**src/rtl/fc_pkg.sv**
```systemverilog
package fc_pkg;

  typedef enum logic [1:0] {
    FC_ACTIVE  = 2'd0,
    FC_PASSIVE = 2'd1,
    FC_BUSOFF  = 2'd2
  } fcState_e;

  // strobes from control to datapath
  typedef struct packed {
    logic evtEn;    // counters follow event pulses
    logic clrAll;   // clear counters after recovery
    logic recovEn;  // recessive-run counting allowed
  } fcStrobe_t;

endpackage

```
**src/rtl/fc_datapath.sv**
```systemverilog
module fc_datapath
  import fc_pkg::*;
#(
  parameter int CNT_W      = 8,
  parameter int TX_STEP    = 8,
  parameter int RUN_LEN    = 11,
  parameter int RECOV_RUNS = 128
) (
  input  logic             clk,
  input  logic             rstN,
  input  logic             txErr,
  input  logic             rxErr,
  input  logic             txOk,
  input  logic             rxOk,
  input  logic             busBit,
  input  logic             bitStrobe,
  input  fcStrobe_t        strobe,
  output logic [CNT_W-1:0] txCnt,
  output logic [CNT_W-1:0] rxCnt,
  output logic             txOverflow,
  output logic             recovDone
);

  localparam logic [CNT_W-1:0] CNT_MAX = {CNT_W{1'b1}};
  localparam int RUN_W = $clog2(RUN_LEN + 1);
  localparam int REC_W = $clog2(RECOV_RUNS + 1);

  logic [CNT_W-1:0] txCntQ, txNext, rxCntQ, rxNext;
  logic             ovfQ, ovfNext;
  logic [CNT_W:0]   txSum;
  logic [RUN_W-1:0] runLenQ, runLenNext;
  logic [REC_W-1:0] runsQ, runsNext;

  assign txSum = {1'b0, txCntQ} + (CNT_W+1)'(TX_STEP);

  // transmit counter with overflow into bus-off
  always_comb begin
    txNext  = txCntQ;
    ovfNext = ovfQ;
    if (strobe.clrAll) begin
      txNext  = '0;
      ovfNext = 1'b0;
    end else if (strobe.evtEn) begin
      if (txErr) begin
        if (txSum[CNT_W]) begin
          txNext  = CNT_MAX;
          ovfNext = 1'b1;
        end else begin
          txNext = txSum[CNT_W-1:0];
        end
      end else if (txOk && txCntQ != '0) begin
        txNext = txCntQ - 1'b1;
      end
    end
  end

  // receive counter, saturating
  always_comb begin
    rxNext = rxCntQ;
    if (strobe.clrAll) begin
      rxNext = '0;
    end else if (strobe.evtEn) begin
      if (rxErr) begin
        if (rxCntQ != CNT_MAX) rxNext = rxCntQ + 1'b1;
      end else if (rxOk && rxCntQ != '0) begin
        rxNext = rxCntQ - 1'b1;
      end
    end
  end

  // recessive run counting for bus-off recovery
  always_comb begin
    runLenNext = runLenQ;
    runsNext   = runsQ;
    if (!strobe.recovEn || strobe.clrAll) begin
      runLenNext = '0;
      runsNext   = '0;
    end else if (bitStrobe) begin
      if (!busBit) begin
        runLenNext = '0;
      end else if (runLenQ == RUN_W'(RUN_LEN - 1)) begin
        runLenNext = '0;
        if (runsQ != REC_W'(RECOV_RUNS)) runsNext = runsQ + 1'b1;
      end else begin
        runLenNext = runLenQ + 1'b1;
      end
    end
  end

  always_ff @(posedge clk or negedge rstN) begin
    if (!rstN) begin
      txCntQ  <= '0;
      rxCntQ  <= '0;
      ovfQ    <= 1'b0;
      runLenQ <= '0;
      runsQ   <= '0;
    end else begin
      txCntQ  <= txNext;
      rxCntQ  <= rxNext;
      ovfQ    <= ovfNext;
      runLenQ <= runLenNext;
      runsQ   <= runsNext;
    end
  end

  assign txCnt      = txCntQ;
  assign rxCnt      = rxCntQ;
  assign txOverflow = ovfQ;
  assign recovDone  = (runsQ == REC_W'(RECOV_RUNS));

endmodule

```
**src/rtl/fc_control.sv**
```systemverilog
module fc_control
  import fc_pkg::*;
#(
  parameter int CNT_W       = 8,
  parameter int PASSIVE_LIM = 128,
  parameter int SUSPEND_LEN = 8,
  parameter int SUSP_W      = 4
) (
  input  logic              clk,
  input  logic              rstN,
  input  logic [CNT_W-1:0]  txCnt,
  input  logic [CNT_W-1:0]  rxCnt,
  input  logic              txOverflow,
  input  logic              recovDone,
  input  logic              resetMode,
  input  logic              irqRead,
  output fcState_e          stateQ,
  output fcStrobe_t         strobe,
  output logic              irq,
  output logic              flagRecessive,
  output logic [SUSP_W-1:0] suspendBits
);

  localparam logic [CNT_W-1:0] LIM = CNT_W'(PASSIVE_LIM);

  fcState_e stateNext;
  logic     overLimit;

  assign overLimit = (txCnt >= LIM) || (rxCnt >= LIM);

  always_comb begin
    stateNext = stateQ;
    unique case (stateQ)
      FC_BUSOFF: if (recovDone) stateNext = FC_ACTIVE;
      default: begin
        if (txOverflow)     stateNext = FC_BUSOFF;
        else if (overLimit) stateNext = FC_PASSIVE;
        else                stateNext = FC_ACTIVE;
      end
    endcase
  end

  always_comb begin
    strobe.evtEn   = (stateQ != FC_BUSOFF) && !txOverflow;
    strobe.clrAll  = (stateQ == FC_BUSOFF) && recovDone;
    strobe.recovEn = (stateQ == FC_BUSOFF) && !resetMode;
  end

  always_ff @(posedge clk or negedge rstN) begin
    if (!rstN) begin
      stateQ <= FC_ACTIVE;
      irq    <= 1'b0;
    end else begin
      stateQ <= stateNext;
      if (stateNext != stateQ) irq <= 1'b1;
      else if (irqRead)        irq <= 1'b0;
    end
  end

  assign flagRecessive = (stateQ == FC_PASSIVE);
  assign suspendBits   = (stateQ == FC_PASSIVE) ? SUSP_W'(SUSPEND_LEN) : '0;

endmodule

```
**src/rtl/fault_confine.sv**
```systemverilog
module fault_confine
  import fc_pkg::*;
#(
  parameter int CNT_W       = 8,
  parameter int TX_STEP     = 8,
  parameter int PASSIVE_LIM = 128,
  parameter int RUN_LEN     = 11,
  parameter int RECOV_RUNS  = 128,
  parameter int SUSPEND_LEN = 8,
  parameter int SUSP_W      = 4
) (
  input  logic              clk,
  input  logic              rstN,
  input  logic              txErr,
  input  logic              rxErr,
  input  logic              txOk,
  input  logic              rxOk,
  input  logic              busBit,
  input  logic              bitStrobe,
  input  logic              resetMode,
  input  logic              irqRead,
  output logic [CNT_W-1:0]  txCnt,
  output logic [CNT_W-1:0]  rxCnt,
  output logic [1:0]        state,
  output logic              flagRecessive,
  output logic [SUSP_W-1:0] suspendBits,
  output logic              irq
);

  fcStrobe_t strobe;
  fcState_e  stateQ;
  logic      txOverflow;
  logic      recovDone;

  fc_datapath #(
    .CNT_W(CNT_W), .TX_STEP(TX_STEP), .RUN_LEN(RUN_LEN), .RECOV_RUNS(RECOV_RUNS)
  ) u_dp (
    .clk(clk), .rstN(rstN), .txErr(txErr), .rxErr(rxErr), .txOk(txOk),
    .rxOk(rxOk), .busBit(busBit), .bitStrobe(bitStrobe), .strobe(strobe),
    .txCnt(txCnt), .rxCnt(rxCnt), .txOverflow(txOverflow), .recovDone(recovDone)
  );

  fc_control #(
    .CNT_W(CNT_W), .PASSIVE_LIM(PASSIVE_LIM), .SUSPEND_LEN(SUSPEND_LEN), .SUSP_W(SUSP_W)
  ) u_ctl (
    .clk(clk), .rstN(rstN), .txCnt(txCnt), .rxCnt(rxCnt), .txOverflow(txOverflow),
    .recovDone(recovDone), .resetMode(resetMode), .irqRead(irqRead),
    .stateQ(stateQ), .strobe(strobe), .irq(irq), .flagRecessive(flagRecessive),
    .suspendBits(suspendBits)
  );

  assign state = stateQ;

endmodule

```
**config.mk**
```make
export PLATFORM = sky130hd
export DESIGN_NAME = fault_confine
export DESIGN_NICKNAME = d
export VERILOG_FILES = /design/src/rtl/fc_pkg.sv /design/src/rtl/fc_datapath.sv /design/src/rtl/fc_control.sv /design/src/rtl/fault_confine.sv
export SDC_FILE = /design/constraint.sdc
export NUM_CORES = 1
export LEC_CHECK = 0
export BUFFER_PORTS_ARGS = -buffer_cell sky130_fd_sc_hd__buf_4
export CAP_MARGIN = 40
export CORE_MARGIN = 2
export CORE_UTILIZATION = 56
export CTS_CLUSTER_DIAMETER = 120
export DETAILED_ROUTE_END_ITERATION = 6
export PLACE_DENSITY = 0.79
export REMOVE_ABC_BUFFERS = 1
export SLEW_MARGIN = 25
export SYNTH_ARGS = -nofsm -noshare
export SYNTH_HDL_FRONTEND = slang
export SYNTH_SLANG_ARGS = --single-unit
```
**constraint.sdc**
```tcl
create_clock -name clk -period 4.9 [get_ports clk]
set_input_delay 0.49 -clock clk [delete_from_list [all_inputs] [get_ports clk]]
set_output_delay 0.49 -clock clk [all_outputs]
set_load 0.02 [all_outputs]
```
# Word-level counts from Yosys, hierarchy flattened
# Index checks and enable logic that the tools add are counted.
# word_totals
ff_bits	32
output_inout_bits	24
in_bits	10
# op_classes
reduce_logical	26
magnitude_cmp	2
eq_ne	9
n_mux	30
add_sub_neg	6
# ops
cell	count
2-to-1 mux 8 bit	15
2-to-1 mux 4 bit	5
adder 8 x 1 -> 8 bit, second input constant	2
greater-or-equal comparator 8 bit, second input constant	2
!= test 8 bit, second input constant	2
nonzero test 2 bit	8
nonzero test 8 bit	2
subtractor 8 x 1 -> 8 bit, second input constant	2
adder 8 x 4 -> 9 bit, second input constant	1
== test 8 bit, second input constant	1
2-to-1 mux 1 bit	7
2-to-1 mux 2 bit	3
AND reduction 3 bit	2
nonzero test 3 bit	2
logical AND 1 bit	5
adder 4 x 1 -> 4 bit, second input constant	1
== test 4 bit, second input constant	1
AND reduction 4 bit	1
logical NOT 1 bit	3
!= test 3 x 1 -> 1 bit, second input constant	1
== test 2 x 1 -> 1 bit, second input constant	1
== test 2 bit, second input constant	1
logical OR 1 bit	2
!= test 2 bit	1
2 further kinds	2

# Longest topological paths before layout
# logic_depth
depth_word	7
depth_mapped	8
depth_no_buf	7

# Hierarchy
# A second synthesis with hierarchy kept.
# unflattened
cells_unflattened	240
area_unflattened_um2	2160.8
# modules_own_cells
module	n_inst	area_per_inst_um2	seq_area_each_um2	cells_per_inst
fc_datapath	1	1964.4	725.7	218
fc_control	1	196.4	75.1	22

# Worst setup path after synthesis
# Ideal clock, no wire load.
# synth_timing
path_type	input to register
from	input rxErr
to	register u_dp.rxCntQ[7], in the netlist u_dp.rxCnt[7]
stages	7
n_path_buf	0
required_ps	4819
setup_time_ps	81
arrival_ps	1872
slack_ps	2948
path_cell_list	inv_1 ha_1 a211oi_1 o21ai_0 a31oi_1 mux2i_1 mux2i_1
# synth_between
elab_chain_cells	3
# synth_lines
item	line_no	source
start, declared	fault_confine.sv:15	input logic rxErr,
2-to-1 mux 8 bit	fc_datapath.sv:63	if (rxErr) begin
2-to-1 mux 8 bit	fc_datapath.sv:62	end else if (strobe.evtEn) begin
2-to-1 mux 8 bit	fc_datapath.sv:60	if (strobe.clrAll) begin
end signal, assigned	fc_datapath.sv:99	rxCntQ <= rxNext;
end, declared	fc_datapath.sv:28	logic [CNT_W-1:0] txCntQ, txNext, rxCntQ, rxNext;
# Parallel ways exist; a longest one is shown, timed or not. The select of a mux whose other input is x is not followed.
# A chain may end at the register's enable or synchronous reset.

# Worst setup path after layout
# layout_timing
from	register u_ctl.stateQ[0]
to	register u_dp.runsQ[3]
# layout_between
elab_chain_cells	6
# layout_lines
item	line_no	source
start, declared	fc_control.sv:17	output fcState_e stateQ,
start signal, assigned	fc_control.sv:54	stateQ <= stateNext;
== test 2 bit *	fc_control.sv:45, fc_control.sv:46	
logical AND 1 bit	fc_control.sv:46	strobe.recovEn = (stateQ == FC_BUSOFF) && !resetMode;
logical NOT 1 bit	fc_datapath.sv:75	if (!strobe.recovEn || strobe.clrAll) begin
logical OR 1 bit *	fc_datapath.sv:75	
nonzero test 2 bit (no line)	--	
AND reduction 4 bit (no line)	--	
end signal, assigned	fc_datapath.sv:102	runsQ <= runsNext;
end, declared	fc_datapath.sv:32	logic [REC_W-1:0] runsQ, runsNext;
# Every way passes the cells marked *; elsewhere a longest branch is shown, timed or not.

==> results.yml <==
floorplanning:
  coreArea_um2: 3660
  die_height_um: 65.9
  rows: 22
  dieWidth_um: 65.9
  dieArea_um2: 4350
  initial_core_util_pct: 58.6
  io_pins: 34
route:
  vias_per_cell: 5.88
  wl_um: 4520
  first_pass_iters: 4
  via_count: 1851
  drtIter0Drc: 141
  dr_wl_met3_um: 275
  wl_met2_um: 2080
  wl_per_cell_um: 14.3
  met1Wirelength_um: 2070
  ant_nets: 0
  drc_errors: 0
  highest_layer: "met4"
place:
  post_dp_cell_area_um2: 2380
  hpwl_um: 3160
  io_buffers: 30
  gp_congestion: 0.825
  dp.cells: 308
logic_synthesis:
  yosys-top-cells-area: "dfrtp_1, ha_1, nor2_1, nand2_1, xor2_1"
  synth_xor_area_share_pct: 6.12
  synth-simple-area-share_pct: 21.2
  synth_area_per_cell_um2: 9.02
  yosysWarnings: 0
  synth-main-ff-cell: "dfrtp_1"
  synth.distinct_cells: 50
  synth_area_um2: 2150
  synth-compound-area-share_pct: 19.0
  synthAdderAreaFrac_pct: 9.09
  synth_enable_flop_cells: 0
  synth_top_family_by_area: "simple AND/OR/NAND/NOR gates"
  yosysTopAreaCellShare_pct: 37.3
  yosysMostFrequentCell: "dfrtp_1"
  synthCells: 238
  synthTopCellsByCount: "dfrtp_1, nor2_1, nand2_1, ha_1, inv_1"
  yosysSeqAreaShare_pct: 37.3
  synth_top_area_cell: "dfrtp_1"
  synth_mux_area_share_pct: 1.40
  async_flop_share_pct: 100
  ys_seq_elements: 32
job:
  cap_violations: 0
timing:
  relSlewSlack_pct: 47.1
  grt_setup_unrepaired: "false"
  finalCritPeriodShare_pct: 43.4
  slew_viol_final: 0
  worst_pin_slew_ps: 783
  hold_viol_final: 0
  fmax_mhz: 471
  setup_violations: 0
  finalCriticalPeriod_ps: 2130
  tns_ps: 0
  skew_ps: 7.31
setup_path:
  cp-start-kind: "flop"
  end_kind: "flop"
  crit_arrival_ps: 2280
  required_ps: 5060
  cp_slowest_cell: "nor4bb_2"
  crit_type: "reg2reg"
  crit_family: "simple AND/OR/NAND/NOR gates"
  cpPeakStageDelay_ps: 760
  crit_fanout: 12
  crit_path_cell_trace: "nand2b_1, nor4bb_2, or3_1, nor2_1"
  cp.buffers_inverters: 0
finish:
  layout-drive-gt1-share_pct: 18.7
  fill_cells: 310
  final_design_area_no_fill_um2: 2460
  nets: 292
  register_area_um2: 801
  multi_input_area_um2: 1240
  fin_cells: 315
  syn_to_final_growth_pct: 14.6
  diodes: 0
pwr:
  power_density_nw_per_um2: 200
  peakVddDrop_mv: 0.181
  leakagePower_uw: 0.00111
global_route:
  antenna_found_initial: 0
  grt_overflow_total: 0
  grtUsageTotal_pct: 23.6
  first_global_vias: 1738
  grt_pass1_wl_um: 7870
  grt_max_degree: 33
clock_network:
  cts-buffers-inserted: 5
  cts_tree: "built"
  insertion_delay_ps: 290
  ctsHoldBuffers: 0
  cts.htree.levels: 2
  cts_resized: 0
  clk_path_buf_depth: 2
  root_buffer: "clkbuf_8"
  cts.sinks: 32
  post-cts-setup-buffers: 0
  clk_pin_slew_ps: 70
outcome:
  status: "finished, final reports clean"
min_path:
  hold_class: "in2async"
[kinds of logic (layout without fill, tap and decap cells)]
logic type	count (synthesis)	in the layout
AND/OR/NAND/NOR	88	88
AO/OA/AOI/OAI	59	59
flip-flops	32	32
buffers and inverters	25	52
adder cells (fa/ha/maj)	15	15
XOR/XNOR	15	15
multiplexers	3	3
other	1	3
[registers in the layout (all words and copies together) (netlist names)]
signal and flops:
u_dp.runsQ 8, u_dp.rxCnt 8, u_dp.txCnt 8, u_dp.runLenQ 4, u_ctl.stateQ 2, u_ctl.irq 1, u_dp.txOverflow 1
[layout make-up]
cell class / count / area share, %
flip-flops and latches: 32 / 32.6
clock inverters: 1 / 0.203
multi-input cells: 183 / 50.3
inverters: 14 / 2.14
repair buffers: 31 / 9.46
well taps: 48 / 2.44
clock buffers: 6 / 2.95
[routing by layer]
layer | GRT usage, % | vias up
met5 | 0 | -
met4 | 10.4 | 0
met3 | 5.96 | 9
met2 | 36.2 | 59
met1 | 31.5 | 884
li1 | - | 899
[where the power goes]
group	switching, uW	internal (uW)	leakage, uW
Clock	95.2	96.4	0.0000410
Combinational	23.2	12.6	0.000646
Sequential	0.695	265	0.000420
[cell usage in the layout, fill, tap and decap left out, drive strengths merged, types with 2 or more instances in the layout]
cell	count
o21bai	2
and3	2
a211oi	7
nand4	8
xor2	8
o221ai	2
o21a	5
buf	31
a311oi	2
mux2i	3
a22oi	2
xnor2	7
inv	14
conb	3
nor4	5
nand3	11
clkbuf	6
nand2	20
dfrtp	32
a21boi	2
o21ai	16
a21oi	13
nor2b	4
nor3	5
nand2b	3
nor2	25
ha	14
[through the flow]
step,hold WS [ps],utilization (%),total power (uW),worst slack [ps]
2_1_floorplan,194,-,289,2440
3_3_place_gp,453,65.1,305,2690
3_5_place_dp,456,65.1,306,2620
4_1_cts,142,67.2,497,2750
5_1_grt,163,67.2,514,2590
6_report,134,67.2,493,2770
[path summary, 6_finish.rpt]
| path | from | end | slack, ps | cells after the start |
|---|---|---|---|---|
| hold reg to reg | u_ctl.irq | u_ctl.irq | 510 | 2 |
| setup / recovery | u_ctl.stateQ[0] | u_dp.runsQ[3] | 2770 | 4 |
| min in group clk | busBit | u_dp.runLenQ[2] | 470 | 3 |
| max in group asynchronous | rstN | u_dp.txCnt[2] | 4460 | 1 |
| hold / removal | rstN | u_dp.rxCnt[6] | 130 | 1 |
| setup reg to reg | u_ctl.stateQ[0] | u_dp.runsQ[3] | 2770 | 4 |
Note: power is estimated with default switching activity, not from simulation.
